## config.mk

```make
export PLATFORM = sky130hd
export DESIGN_NAME = boot_loader
export DESIGN_NICKNAME = d
export VERILOG_FILES = /design/src/rtl/boot_pkg.sv /design/src/rtl/boot_seq.sv /design/src/rtl/boot_regfile.sv /design/src/rtl/boot_rst_timer.sv /design/src/rtl/boot_loader.sv
export SDC_FILE = /design/constraint.sdc
export NUM_CORES = 2
export LEC_CHECK = 0
export ABC_AREA = 0
export BUFFER_PORTS_ARGS = -buffer_cell sky130_fd_sc_hd__buf_4
export CAP_MARGIN = 20
export CORE_MARGIN = 4
export CORE_UTILIZATION = 55
export CTS_CLUSTER_SIZE = 20
export DETAILED_ROUTE_END_ITERATION = 7
export PLACE_DENSITY_LB_ADDON = 0.2
export SYNTH_ARGS = -nofsm -noshare
export SYNTH_HDL_FRONTEND = slang
export SYNTH_SLANG_ARGS = --single-unit
```

## constraint.sdc

```tcl
create_clock -name clk_i -period 5.3 [get_ports clk_i]
set_input_delay 0 -clock clk_i [delete_from_list [all_inputs] [get_ports clk_i]]
set_output_delay 0 -clock clk_i [all_outputs]
set_load 0.03 [all_outputs]
```

## src/rtl/boot_pkg.sv

```systemverilog
package boot_pkg;
  typedef enum logic {
    BS_COPY = 1'b0,
    BS_UP   = 1'b1
  } boot_state_e;

  localparam int unsigned DEF_AW     = 7;
  localparam int unsigned DEF_DW     = 8;
  localparam int unsigned DEF_TW     = 8;
  localparam int unsigned DEF_RD_LAT = 1;
  localparam int unsigned DEF_BUDGET = 375000;
endpackage

```

## src/rtl/boot_seq.sv

```systemverilog
module boot_seq
  import boot_pkg::*;
#(
  parameter int unsigned     AW      = DEF_AW,
  parameter int unsigned     RD_LAT  = DEF_RD_LAT,
  parameter logic [AW-1:0]   COPY_LO = 'h0F,
  parameter logic [AW-1:0]   COPY_HI = 'h7D
) (
  input  logic          clk_i,
  input  logic          rst_ni,
  output logic          req_o,
  output logic [AW-1:0] req_addr_o,
  output logic          wr_vld_o,
  output logic [AW-1:0] wr_addr_o,
  output logic          booted_o,
  output logic          done_o
);
  logic          issuing_q;
  logic [AW-1:0] issue_addr_q;
  logic [RD_LAT-1:0] vld_q;
  logic [AW-1:0]     adr_q [RD_LAT];
  boot_state_e       state_q;
  logic              last_wr;

  always_ff @(posedge clk_i or negedge rst_ni) begin
    if (!rst_ni) begin
      issuing_q    <= 1'b1;
      issue_addr_q <= COPY_LO;
    end else if (issuing_q) begin
      if (issue_addr_q == COPY_HI) issuing_q <= 1'b0;
      else issue_addr_q <= issue_addr_q + 1'b1;
    end
  end

  assign req_o      = issuing_q;
  assign req_addr_o = issue_addr_q;

  // address/valid travel alongside the memory read latency
  always_ff @(posedge clk_i or negedge rst_ni) begin
    if (!rst_ni) begin
      vld_q <= '0;
      for (int i = 0; i < int'(RD_LAT); i++) adr_q[i] <= '0;
    end else begin
      vld_q[0] <= issuing_q;
      adr_q[0] <= issue_addr_q;
      for (int i = 1; i < int'(RD_LAT); i++) begin
        vld_q[i] <= vld_q[i-1];
        adr_q[i] <= adr_q[i-1];
      end
    end
  end

  assign wr_vld_o  = vld_q[RD_LAT-1];
  assign wr_addr_o = adr_q[RD_LAT-1];
  assign last_wr   = wr_vld_o && (wr_addr_o == COPY_HI);

  always_ff @(posedge clk_i or negedge rst_ni) begin
    if (!rst_ni) begin
      state_q <= BS_COPY;
      done_o  <= 1'b0;
    end else begin
      done_o <= last_wr;
      if (last_wr) state_q <= BS_UP;
    end
  end

  assign booted_o = (state_q == BS_UP);
endmodule

```

## src/rtl/boot_regfile.sv

```systemverilog
module boot_regfile
  import boot_pkg::*;
#(
  parameter int unsigned AW = DEF_AW,
  parameter int unsigned DW = DEF_DW
) (
  input  logic          clk_i,
  input  logic          rst_ni,
  input  logic          we_i,
  input  logic [AW-1:0] waddr_i,
  input  logic [DW-1:0] wdata_i,
  input  logic [AW-1:0] raddr_i,
  output logic [DW-1:0] rdata_o
);
  localparam int unsigned DEPTH = 1 << AW;

  logic [DW-1:0] mem_q [DEPTH];

  always_ff @(posedge clk_i or negedge rst_ni) begin
    if (!rst_ni) begin
      for (int i = 0; i < int'(DEPTH); i++) mem_q[i] <= '0;
    end else if (we_i) begin
      mem_q[waddr_i] <= wdata_i;
    end
  end

  assign rdata_o = mem_q[raddr_i];
endmodule

```

## src/rtl/boot_rst_timer.sv

```systemverilog
module boot_rst_timer
  import boot_pkg::*;
#(
  parameter int unsigned TW = DEF_TW
) (
  input  logic          clk_i,
  input  logic          rst_ni,
  input  logic          booted_i,
  input  logic          in_range_i,
  input  logic [TW-1:0] tmo_i,
  output logic          rel_o
);
  logic [TW-1:0] cnt_q;

  always_ff @(posedge clk_i or negedge rst_ni) begin
    if (!rst_ni) begin
      cnt_q <= '0;
      rel_o <= 1'b0;
    end else if (!rel_o) begin
      if (!booted_i || !in_range_i) cnt_q <= '0;
      else if (cnt_q == tmo_i)      rel_o <= 1'b1;
      else                          cnt_q <= cnt_q + 1'b1;
    end
  end
endmodule

```

## src/rtl/boot_loader.sv

```systemverilog
module boot_loader
  import boot_pkg::*;
#(
  parameter int unsigned   AW          = DEF_AW,
  parameter int unsigned   DW          = DEF_DW,
  parameter int unsigned   TW          = DEF_TW,
  parameter int unsigned   RD_LAT      = DEF_RD_LAT,
  parameter int unsigned   BOOT_BUDGET = DEF_BUDGET,
  parameter logic [AW-1:0] COPY_LO     = 'h0F,
  parameter logic [AW-1:0] COPY_HI     = 'h7D
) (
  input  logic          clk_i,
  input  logic          rst_ni,
  output logic          nvm_req_o,
  output logic [AW-1:0] nvm_addr_o,
  input  logic [DW-1:0] nvm_rdata_i,
  input  logic          host_we_i,
  input  logic [AW-1:0] host_addr_i,
  input  logic [DW-1:0] host_wdata_i,
  input  logic [AW-1:0] rd_addr_i,
  output logic [DW-1:0] rd_data_o,
  input  logic          in_range_i,
  input  logic [TW-1:0] rst_tmo_i,
  output logic          fault_mask_o,
  output logic          acc_ready_o,
  output logic          drive_hiz_o,
  output logic          boot_done_o,
  output logic          reset_no
);
  logic          cp_vld;
  logic [AW-1:0] cp_addr;
  logic          booted;
  logic          rf_we;
  logic [AW-1:0] rf_waddr;
  logic [DW-1:0] rf_wdata;
  logic [DW-1:0] rf_rdata;

  boot_seq #(
    .AW(AW), .RD_LAT(RD_LAT), .COPY_LO(COPY_LO), .COPY_HI(COPY_HI)
  ) u_seq (
    .clk_i      (clk_i),
    .rst_ni     (rst_ni),
    .req_o      (nvm_req_o),
    .req_addr_o (nvm_addr_o),
    .wr_vld_o   (cp_vld),
    .wr_addr_o  (cp_addr),
    .booted_o   (booted),
    .done_o     (boot_done_o)
  );

  // copy owns the write port; host writes only once booted
  always_comb begin
    rf_we    = cp_vld | (host_we_i & booted);
    rf_waddr = cp_vld ? cp_addr     : host_addr_i;
    rf_wdata = cp_vld ? nvm_rdata_i : host_wdata_i;
  end

  boot_regfile #(.AW(AW), .DW(DW)) u_rf (
    .clk_i   (clk_i),
    .rst_ni  (rst_ni),
    .we_i    (rf_we),
    .waddr_i (rf_waddr),
    .wdata_i (rf_wdata),
    .raddr_i (rd_addr_i),
    .rdata_o (rf_rdata)
  );

  boot_rst_timer #(.TW(TW)) u_tmr (
    .clk_i      (clk_i),
    .rst_ni     (rst_ni),
    .booted_i   (booted),
    .in_range_i (in_range_i),
    .tmo_i      (rst_tmo_i),
    .rel_o      (reset_no)
  );

  assign acc_ready_o  = booted;
  assign fault_mask_o = ~booted;
  assign drive_hiz_o  = ~booted;
  assign rd_data_o    = booted ? rf_rdata : '0;
endmodule

```

==> flow_summary.json <==
{
  "status": "finished clean",
  "yosys.cell_count.top_type": "dfrtp_1",
  "critical_path_required_ns": 5.82,
  "route.detailed.drc": 0,
  "seq_area_sq_mm": 0.0263,
  "swShare_pct": 23.9,
  "nNetsFinal": 4165,
  "hold_violations": 0,
  "multi_input_area_sq_mm": 0.0189,
  "period_needed_ns": 3.92,
  "cts_root_buf": "clkbuf_16",
  "fillCellCount": 6681,
  "netlist_top_cells_area": "dfrtp_1, mux4_2, a21oi_1",
  "initial_utilization_pct": 55.6,
  "rows": 106,
  "coreArea_sq_mm": 0.0837,
  "finalClockSkew_ns": 0.0222,
  "synth_top_area_cell": "dfrtp_1",
  "clockBufferDepth": 3,
  "endpoint_kind": "flop",
  "crit_type": "reg -> reg",
  "crit_path_end": "u_rf.mem_q[836]$_DFFE_PN0P_",
  "crit_chain": "nand2b_1 > o21ai_1 > nand2_1 > nor2_1 > a21oi_1",
  "place_congestion": 0.859,
  "worstReg2RegEnd": "u_rf.mem_q[836]$_DFFE_PN0P_",
  "synth_top_area_share_pct": 56.3,
  "post_cts_buffers": 0,
  "grt.overflow.total": 0,
  "ant_nets": 0,
  "cp_num_cells": 5,
  "vdd_drop_max_mv": 0.289,
  "grt.total_usage_pct": 29.0,
  "cp_slowest_stage_delay_ns": 1.10,
  "grt_pass1_wl_um": 200000,
  "worst-slew-pin-transition_ns": 1.15,
  "syn_nets": 4187,
  "ys_warn_count": 0,
  "syn_area_per_cell_sq_um": 11.2,
  "dr.pass1.iters": 5,
  "wl_per_cell_um": 24.1,
  "netlist_area_sq_mm": 0.0465,
  "wl_um": 129000,
  "dp_cells": 5101,
  "intPower_mw": 13.4,
  "synth-edff-count": 0,
  "synthFlopType": "dfrtp_1",
  "dieArea_sq_mm": 0.0893,
  "setup_viol": 0,
  "crit_family": "simple AND/OR/NAND/NOR gates",
  "slew_violations": 0,
  "r2r_cells": 5,
  "max_cap_violations": 0,
  "dieWidth_um": 299,
  "fin_cells": 5347,
  "area_delta_synth_final_pct": 12.3,
  "vias": 32800,
  "seqPwrFrac_pct": 47.4,
  "boundaryPins": 63,
  "reg2reg_slack_ns": 1.38,
  "synth_seq_area_share_pct": 56.5,
  "setup_tns_ns": 0,
  "ys_types": 56,
  "diodes": 0,
  "fp.dieH_um": 299,
  "leakagePower_nw": 23.4,
  "critPathMaxFanout": 41,
  "layout-drive-gt1-share_pct": 19.3,
  "ys_seq_elements": 1051,
  "cts_num_sinks": 1051,
  "utilization_pct": 62.4,
  "path_buf_inv": 0,
  "cts_tree": "built",
  "power_frac_comb_pct": 6.8,
  "antenna_found_initial": 1,
  "syn_inst": 4142,
  "dp_hpwl_um": 78800,
  "htreeDepth": 3,
  "grt_max_degree": 182,
  "min_path_type": "in -> reg",
  "min_period_over_period_pct": 74.0,
  "r2r-start": "u_seq.wr_vld_o$_DFF_PN0_",
  "worst_setup_path_start_kind": "flop",
  "cp.arrival_ns": 4.44,
  "cts_buffers": 106,
  "relSlewSlack_pct": 22.9,
  "drt_iter0_drc": 3013,
  "yosys-top-cells-count": "dfrtp_1, nor2_1, a21oi_1",
  "switching_power_mw": 4.20,
  "grt_pass1_vias": 32800,
  "cp_slowest_cell": "nor2_1",
  "worst_skew_pair.late_latency_ns": 0.69,
  "rsz0062_at_grt": "no",
  "path_clk_slew_ns": 0.07,
  "powerDensity_mw_per_mm2": 336,
  "place.port_buffers": 62,
  "max_freq_mhz": 255,
  "vias_per_cell": 6.14,
  "synth-async-reset-ratio_pct": 100,
  "clockPowerShare_pct": 45.8,
  "crit_path_start": "u_seq.wr_vld_o$_DFF_PN0_"
}
-- kinds of logic after synthesis --
kind of cell,count (synthesis),share of synthesized area (%)
simple gates,1127,9.72
xor+xnor,14,0.264
flops,1051,56.5
fa+ha+maj,3,0.0807
mux,574,18.3
compound gates,1036,12.1
buf+inv,337,3.02
-- area by class of cell --
cell class / instances / area share (%)
Clock inverter: 56 / 1.42
Tap cell: 1134 / 2.72
Timing Repair Buffer: 195 / 3.33
Inverter: 12 / 0.0862
Multi-Input combinational cell: 2754 / 36.3
Sequential cell: 1051 / 50.4
Clock buffer: 145 / 5.82
-- worst reg2reg max path: stages, from the launching register on --
cell and delay (ns):
dfrtp_2 0.77, nand2b_1 0.37, o21ai_1 0.51, nand2_1 0.81
nor2_1 1.11, a21oi_1 0.19
-- layout by cell type, fill, tap and decap left out, drive strengths merged, types with 17 or more instances in the layout --
master	synthesis	routed
clkbuf	201	145
dlygate4sd3	0	26
a21oi	699	699
mux2	210	210
mux4	200	200
nand4	22	22
nor2	800	800
mux2i	164	164
inv	12	17
clkinv	0	29
buf	124	169
o21ai	187	187
nand3	56	56
a22oi	88	88
nand2	206	206
dfrtp	1046	1046
-- layer usage --
metal	track usage, %	vias to the layer above	wire length [um]
met2	45.8	1161	60600
met4	9.79	2	4670
met5	0	-	7
met1	41.3	16700	54500
met3	5.16	288	8980
li1	-	14600	-
-- sequential cells by signal, summed over array words and instances (netlist names) --
signal / cells
u_rf.mem_q: 1024
u_seq.booted_o: 1
u_seq.done_o: 1
u_seq.req_addr_o: 7
u_seq.req_o: 1
u_seq.wr_addr_o: 7
u_seq.wr_vld_o: 1
u_tmr.cnt_q: 8
u_tmr.rel_o: 1
-- per-stage QoR --
step | worst slack [ns] | total power [mW] | hold WS (ns) | area (sq um)
final | 1.38 | 17.6 | 0.00368 | 52200
after detailed placement | 1.45 | 9.65 | 0.139 | 48100
after global routing | 1.15 | 18.1 | 0.0341 | 52200
after floorplan | 2.97 | 9.12 | -0.296 | 46500
after CTS | 1.45 | 17.7 | 0.0302 | 52100
after global placement | 1.48 | 9.62 | 0.117 | 48000
-- how the worst min path moves through the flow --
stage          depth (start not counted)      startpoint                     endpoint
4_1_cts                                4  nvm_rdata_i[5]  u_rf.mem_q[517]$_DFFE_PN0P_
6_report                               6  host_addr_i[2]   u_rf.mem_q[81]$_DFFE_PN0P_
5_1_grt                                4  nvm_rdata_i[5]  u_rf.mem_q[621]$_DFFE_PN0P_
2_1_floorplan                          0          rst_ni    u_rf.mem_q[0]$_DFFE_PN0P_
3_5_place_dp                           1          rst_ni  u_rf.mem_q[182]$_DFFE_PN0P_
3_3_place_gp                           1          rst_ni  u_rf.mem_q[182]$_DFFE_PN0P_
-- power by group through the flow --
stage | sequential, mW | combinational (mW) | clock [mW]
5_1_grt | 8.35 | 1.29 | 8.47
2_1_floorplan | 8.44 | 0.678 | 0
6_report | 8.33 | 1.19 | 8.05
3_5_place_dp | 8.48 | 1.18 | 0
4_1_cts | 8.33 | 1.19 | 8.14
3_3_place_gp | 8.47 | 1.16 | 0
-- what timing repair did --
action                                 in CTS  in global routing
hold buffers                               26                  0
endpoints found under the hold margin     279                  0
resized for setup                           0                  0
No activity file was read; power rests on OpenSTA's default activity.
